$ cat config.mk
export PLATFORM = sky130hd
export DESIGN_NAME = ea_gen
export DESIGN_NICKNAME = d
export VERILOG_FILES = /design/src/rtl/ea_gen.sv
export SDC_FILE = /design/constraint.sdc
export NUM_CORES = 1
export LEC_CHECK = 0
export BUFFER_PORTS_ARGS = -buffer_cell sky130_fd_sc_hd__buf_4
export CAP_MARGIN = 30
export CORE_ASPECT_RATIO = 2
export CORE_MARGIN = 4
export CORE_UTILIZATION = 50
export CTS_BUF_LIST = sky130_fd_sc_hd__clkbuf_2 sky130_fd_sc_hd__clkbuf_4 sky130_fd_sc_hd__clkbuf_8
export DETAILED_ROUTE_END_ITERATION = 10
export HOLD_SLACK_MARGIN = 0.05
export PLACE_DENSITY = 0.77
export SLEW_MARGIN = 10
export SYNTH_ARGS = -nofsm -noshare
export SYNTH_HDL_FRONTEND = slang
export SYNTH_SLANG_ARGS = --single-unit
$ cat constraint.sdc
create_clock -name clk -period 7.1 [get_ports clk]
set_clock_uncertainty 0.05 [all_clocks]
set_input_delay 0.355 -clock clk [delete_from_list [all_inputs] [get_ports clk]]
set_output_delay 0.355 -clock clk [all_outputs]
set_load 0.005 [all_outputs]
$ cat src/rtl/ea_gen.sv
module ea_gen #(
  parameter int AW     = 32,
  parameter int RW     = 3,
  parameter int NDW    = 8,
  parameter int SC_W   = 2,
  parameter int SP_NUM = 4
) (
  input  logic            clk,
  input  logic            rst_n,
  input  logic            req,
  input  logic            base_vld,
  input  logic [AW-1:0]   base_val,
  input  logic            idx_vld,
  input  logic [AW-1:0]   idx_val,
  input  logic [RW-1:0]   idx_num,
  input  logic [SC_W-1:0] scale,
  input  logic            disp_vld,
  input  logic            disp_wide,
  input  logic [AW-1:0]   disp_val,
  input  logic [AW-1:0]   seg_base,
  output logic            out_vld,
  output logic [AW-1:0]   ea,
  output logic [AW-1:0]   lin,
  output logic            idx_err
);

  localparam logic [RW-1:0] SP_CODE = RW'(SP_NUM);
  localparam int            EXT_W   = AW - NDW;

  logic          idx_is_sp;
  logic          idx_use;
  logic [AW-1:0] base_term;
  logic [AW-1:0] idx_term;
  logic [AW-1:0] disp_short;
  logic [AW-1:0] disp_term;
  logic [AW-1:0] ea_nxt;
  logic [AW-1:0] lin_nxt;

  assign idx_is_sp  = (idx_num == SP_CODE);
  assign idx_use    = idx_vld && !idx_is_sp;
  assign base_term  = base_vld ? base_val : '0;
  assign idx_term   = idx_use ? (idx_val << scale) : '0;
  assign disp_short = {{EXT_W{disp_val[NDW-1]}}, disp_val[NDW-1:0]};
  assign disp_term  = !disp_vld ? '0 : (disp_wide ? disp_val : disp_short);
  assign ea_nxt     = base_term + idx_term + disp_term;
  assign lin_nxt    = seg_base + ea_nxt;

  always_ff @(posedge clk) begin
    if (!rst_n) begin
      out_vld <= 1'b0;
      ea      <= '0;
      lin     <= '0;
      idx_err <= 1'b0;
    end else begin
      out_vld <= req;
      if (req) begin
        ea      <= ea_nxt;
        lin     <= lin_nxt;
        idx_err <= idx_vld && idx_is_sp;
      end
    end
  end

endmodule


==> results of run 1 <==
-- flip-flops by register name (all words and copies together) (netlist names) --
register	count
idx_err	1
lin	32
ea	32
out_vld	1
-- how the worst min path moves through the flow --
stage	cells after the start	from	to
floorplan	2	idx_err	idx_err
global placement	2	lin[18]	lin[18]
detailed placement	2	lin[16]	lin[16]
CTS	3	idx_vld	idx_err
global route	3	idx_vld	idx_err
finish	3	idx_vld	idx_err
-- cell families (layout without fill, tap and decap cells) --
family	after synthesis	count (layout)	share of synthesized area, %
mux	74	74	13.8
compound gates	232	232	20.1
other cells	0	1	0
flops	66	66	17.3
simple gates	292	292	17.4
fa+ha+maj	96	96	19.0
buf+inv	126	305	6.69
xor+xnor	50	50	5.73
-- where the power goes --
group	internal (mW)	switching [mW]	leakage (nW)	total (mW)
registers	0.453	0.0451	0.545	0.498
logic	0.620	0.724	4.03	1.34
clock network	0.135	0.140	0.0845	0.275
total	1.21	0.910	4.66	2.12
-- layer usage --
metal,GRT usage (%),vias up
met2,46.9,227
met3,1.93,39
met1,27.6,3377
li1,-,3646
met5,0,-
met4,10.5,0
-- final cells by class --
cell class	count	area [µm²]	area share [%]
Sequential cell	66	1320	14.0
Clock buffer	11	145	1.54
Multi-Input combinational cell	744	5820	61.7
Antenna cell	1	2.50	0.0266
Inverter	82	308	3.27
Timing Repair Buffer	209	1570	16.7
Clock inverter	3	17.5	0.186
Tap cell	195	244	2.59
-- through the flow --
stage	total power, mW	setup WS (ps)
after floorplan	1.43	1190
after global placement	1.82	1100
after detailed placement	1.84	987
after CTS	2.12	1320
after global routing	2.31	873
final	2.12	1380
-- synth_stat cells (3+ instances only) --
| cell type | instances | area [µm²] |
|---|---|---|
| a21o_1 | 28 | 210 |
| o21a_1 | 11 | 82.6 |
| xor2_1 | 16 | 140 |
| inv_1 | 82 | 308 |
| nor3_1 | 13 | 65.1 |
| and3_1 | 6 | 37.5 |
| a211oi_1 | 10 | 75.1 |
| o21ai_0 | 52 | 260 |
| a31o_2 | 3 | 26.3 |
| a31oi_1 | 6 | 37.5 |
| nor2b_1 | 5 | 31.3 |
| nand4_1 | 9 | 56.3 |
| nand3_1 | 22 | 110 |
| o211ai_1 | 12 | 90.1 |
| o21bai_1 | 11 | 82.6 |
| nand3b_1 | 4 | 30.0 |
| or3_1 | 9 | 56.3 |
| o21ai_1 | 4 | 20.0 |
| nor2_1 | 80 | 300 |
| ha_1 | 63 | 788 |
| dfxtp_1 | 66 | 1320 |
| nand2_1 | 109 | 409 |
| a21oi_1 | 61 | 305 |
| o31ai_1 | 3 | 22.5 |
| buf_1 | 8 | 30.0 |
| clkbuf_8 | 3 | 41.3 |
| fa_1 | 33 | 661 |
| a311o_1 | 3 | 30.0 |
| and2_1 | 24 | 150 |
| nor4_1 | 3 | 18.8 |
| mux4_2 | 25 | 563 |
| mux2i_1 | 47 | 470 |
| clkbuf_1 | 30 | 113 |
| xnor2_1 | 34 | 298 |
-- worst max-delay path, cell delays in order --
cell and delay [ps]:
buf_4 430, mux2_2 270, nand3_1 100, fa_1 520, inv_1 40, ha_1 220
fa_1 460, a21oi_1 240, o211ai_2 160, a31oi_1 300, a21o_1 230, o21ai_0 100
a21oi_1 220, o21bai_1 130, a21oi_1 190, xnor2_1 140, ha_1 310, and3_1 220
and3_1 160, a311o_1 380, a31o_2 270, nand3b_1 90, mux2i_1 90, a2111oi_2 280
==> out/qor.csv, run 1 <==
metric,value,unit
hold_viol_final,0,
syn_nets,1172,
yosys_warnings,0,
peakVddDrop,0.109,mV
cts_buffers,9,
grt_max_degree,41,
rsz0062_at_grt,false,
final_cell_mix,"buf_4 (209), nand2_1 (109), inv_1 (81)",
start_util,51.3,%
num_rows,63,
end_kind,flop,
place_inst,1296,
wl_met2,11600,µm
fmax,175,MHz
wl,21300,µm
io_buffers,205,
clk_latency,350,ps
yosysUniqueCellTypes,67,
ios,206,
ys_seq_elements,66,
die_h,183,µm
cts_resized,0,
hold_path_class,in2reg,
ant_nets,0,
rr_endpoint,lin[31],
gp_congestion,0.975,
wl_met1,7920,µm
drv_cap,0,
final_max_slew_viol_count,0,
setup_viol,0,
cp-start-kind,input port,
nNetsFinal,1348,
synth_flop_cell,dfxtp_1,
antenna_found_initial,1,
crit_path_max_fanout,33,
viasPerCell,5.56,
placed_cell_area,0.00926,mm²
worst_ep_required_time,7300,ps
synth-edff-count,0,
grt-ovfl-total,0,
drtPass1Iterations,6,
cts_root_buf,clkbuf_8,
postLayoutCellArea,0.00942,mm²
period_minus_slack,5720,ps
ff2ff_path_depth,2,
reg2reg_slack,6140,ps
tightest_slew,889,ps
drive_above_1_share,24.3,%
cts_buffer_depth,2,
htree_num_levels,3,
outcome,completed,
drc,0,
avgSynthCellArea,8.17,µm²
hold-worst-slack,249,ps
power_leakage,4.66,nW
reg2reg_from,lin[31],
critPathLaunch,scale[0],
netlist_instances,936,
drt_iter0_drc,293,
fillCellCount,1347,
final.setup.tns,0,ps
postCtsHoldBufs,0,
grt_pass1_vias,7310,
yosysSeqAreaShare,17.3,%
final_core_util,63.2,%
clock-sinks,66,
cts_tree,done,
routed-wl-met3,917,µm
clkTransAtPathRegs,80,ps
final_common_cell,buf_4,
instances_no_fill,1311,
grt_usage,24.8,%
arrival,5920,ps
die_x,95.4,µm
top_layer,met4,
dpl.hpwl,18000,µm
coreArea,0.0149,mm²
path_class,in2reg,
fin_crit_sh,80.6,%
drt-wirelength-per-cell,16.2,µm
p_per_area,225,mW/mm²
area_delta_synth_final,23.3,%
netlist_area,0.00764,mm²
relSlewSlack,40.7,%
grt_pass1_wl,34700,µm
crit_end,lin[31],
vias,7289,
post_cts_buffers,0,
ys_async_sr_fraction,0,%
die_area,0.0175,mm²
(Power assumes the default switching activity.)
==> run 2: changes to the inputs <==
--- a/config.mk
+++ b/config.mk
@@ -13,7 +13,7 @@
 export CTS_BUF_LIST = sky130_fd_sc_hd__clkbuf_2 sky130_fd_sc_hd__clkbuf_4 sky130_fd_sc_hd__clkbuf_8
 export DETAILED_ROUTE_END_ITERATION = 10
 export HOLD_SLACK_MARGIN = 0.05
-export PLACE_DENSITY = 0.77
+export PLACE_DENSITY = 0.8
 export SLEW_MARGIN = 10
 export SYNTH_ARGS = -nofsm -noshare
 export SYNTH_HDL_FRONTEND = slang
==> constraint.sdc (replaced) <==
create_clock -name clk -period 5 [get_ports clk]
set_clock_uncertainty 0.05 [all_clocks]
set_input_delay 0.25 -clock clk [delete_from_list [all_inputs] [get_ports clk]]
set_output_delay 0.25 -clock clk [all_outputs]
set_load 0.005 [all_outputs]
==> run 2 against run 1 <==
  * Global-route usage grew 2.0 points
  * Critical path depth grew 2
  * Non-clock buffer count grew 183
  * Via count grew 13%
  * Highest routed layer unchanged
  * Sequential share of layout area shrank 2.2 points
  * Setup slack lost 1300 ps
==> out/qor.csv, run 2 (synthesized netlist as in run 1, its figures left out) <==
metric,value,unit,change
drc,0,,unchanged
final_cell_mix,"buf_4 (380), nand2_1 (107), nor2_1 (79)",,
grt_pass1_vias,8402,,+15%
diodes,0,,-1
drive_above_1_share,39.0,%,+15 points
largestRegisters,"ea: 32 flops, lin: 32 flops",,
wl,24400,µm,+15%
final_max_slew_viol_count,0,,unchanged
cts_buffer_depth,2,,unchanged
clk_latency,360,ps,about the same
grt_pass1_wl,37500,µm,+8.2%
cp-start-kind,input port,,
peakVddDrop,0.153,mV,+41%
ios,206,,unchanged
hold_viol_final,0,,unchanged
hold_path_class,in2reg,,
path_class,in2reg,,
nNetsFinal,1531,,+14%
cts_buffers,9,,unchanged
postCtsHoldBufs,0,,unchanged
reg2reg_slack,4050,ps,-2090 ps
reg2reg_from,lin[31],,
fin_crit_sh,99.2,%,
grt_max_degree,62,,+51%
relSlewSlack,35.0,%,-5.7 points
power_leakage,5.66,nW,+21%
final.setup.tns,0,ps,unchanged
multi_input_area,0.00611,mm²,+5.1%
antenna_found_initial,0,,-1
ff_latch_area,0.00132,mm²,unchanged
clkTransAtPathRegs,80,ps,about the same
drv_cap,0,,unchanged
dpl.hpwl,19400,µm,+8.2%
setup_viol,0,,unchanged
hold-worst-slack,130,ps,-118 ps
setup_slack,38.1,ps,-1340 ps
end_kind,flop,,
cts_tree,done,,
grt-ovfl-total,0,,unchanged
num_rows,63,,unchanged
ant_nets,0,,unchanged
period_minus_slack,4960,ps,
p_per_area,330,mW/mm²,+47%
start_util,51.3,%,unchanged
die_area,0.0175,mm²,unchanged
gp_congestion,0.993,,+1.8%
min_to,idx_err,,
tightest_slew,974,ps,+84.7 ps
grt_usage,26.8,%,+2.0 points
vias,8250,,+13%
final_common_cell,buf_4,,
die_x,95.4,µm,unchanged
fmax,202,MHz,
min_from,idx_num[0],,
drt_iter0_drc,382,,+30%
fillCellCount,1085,,-19%
htree_num_levels,3,,unchanged
arrival,5180,ps,-740 ps
cts_root_buf,clkbuf_8,,
ff2ff_path_depth,2,,unchanged
worstHoldPathCells,4,,+1
io_buffers,205,,unchanged
die_h,183,µm,unchanged
clock-sinks,66,,unchanged
outcome,completed,,
worst_ep_required_time,5220,ps,-2080 ps
drt-wirelength-per-cell,16.3,µm,+0.61%
viasPerCell,5.53,,-0.61%
place_ws,-604,ps,-1590 ps
coreArea,0.0149,mm²,unchanged
rsz0062_at_grt,true,,
drtPass1Iterations,4,,-2
area_delta_synth_final,46.5,%,
crit_path_max_fanout,16,,-52%
rr_endpoint,lin[31],,
==> run 2: timing repair <==
item,CTS,global route
gates resized for setup,5,76
endpoints found under the hold margin,0,0
gates cloned,0,2
pin swaps,0,50
setup buffers,1,9
setup endpoints to repair,5,15
==> run 2: worst max-delay path by stage <==
stage                         start       to  depth (start not counted)
final                      scale[0]  lin[31]                         26
after global routing      disp_wide  lin[31]                         26
after CTS                  scale[0]  lin[29]                         26
after detailed placement   scale[0]  lin[29]                         26
after global placement     scale[0]  lin[29]                         24
after floorplan            scale[0]  lin[30]                         24
==> run 2: area by class of cell <==
type	instances	share of cell area, %
Sequential cell	66	11.8
Clock buffer	11	1.35
Timing Repair Buffer	392	27.0
Clock inverter	3	0.357
Tap cell	195	2.18
Inverter	82	2.75
Multi-Input combinational cell	744	54.6
==> run 2: power breakdown <==
part | leakage [nW] | switching, mW | internal, mW | total [mW]
clock | 0.101 | 0.212 | 0.250 | 0.462
sequential | 0.545 | 0.0676 | 0.643 | 0.711
combinational | 5.02 | 1.21 | 1.31 | 2.52
total | 5.66 | 1.49 | 2.20 | 3.70
==> run 2: layer usage <==
metal | GRT usage [%] | wire length [µm]
met3 | 2.18 | 918
met1 | 27.9 | 8610
met4 | 15.5 | 1300
met2 | 50.7 | 13500
met5 | 0 | 0
==> run 2: critical path, cell delays in order <==
cell and delay (ps):
buf_16 140, buf_4 130, mux2i_2 230, nand2_1 90, o211ai_1 130, fa_1 450, inv_1 70, ha_2 270
buf_4 150, a21oi_2 160, o211ai_2 160, a31oi_1 260, a21o_1 220, o21ai_2 70, a21oi_2 180, o21bai_2 100
a21oi_2 150, xnor2_1 160, ha_1 290, and3_1 210, and3_1 170, a311o_1 390, a31o_2 290, nand3b_1 130
mux2i_1 120, a2111oi_2 210
==> run 2: stage by stage <==
| step | cell area [µm²] | power (mW) | utilization [%] | cells |
|---|---|---|---|---|
| 2_1_floorplan | 7740 | 2.05 | - | 936 |
| 3_3_place_gp | 10600 | 3.00 | 71.2 | 1467 |
| 3_5_place_dp | 10600 | 3.07 | 71.2 | 1467 |
| 4_1_cts | 10800 | 3.55 | 72.6 | 1482 |
| 5_1_grt | 11200 | 3.99 | 75.2 | 1493 |
| 6_report | 11200 | 3.70 | 75.2 | 1493 |
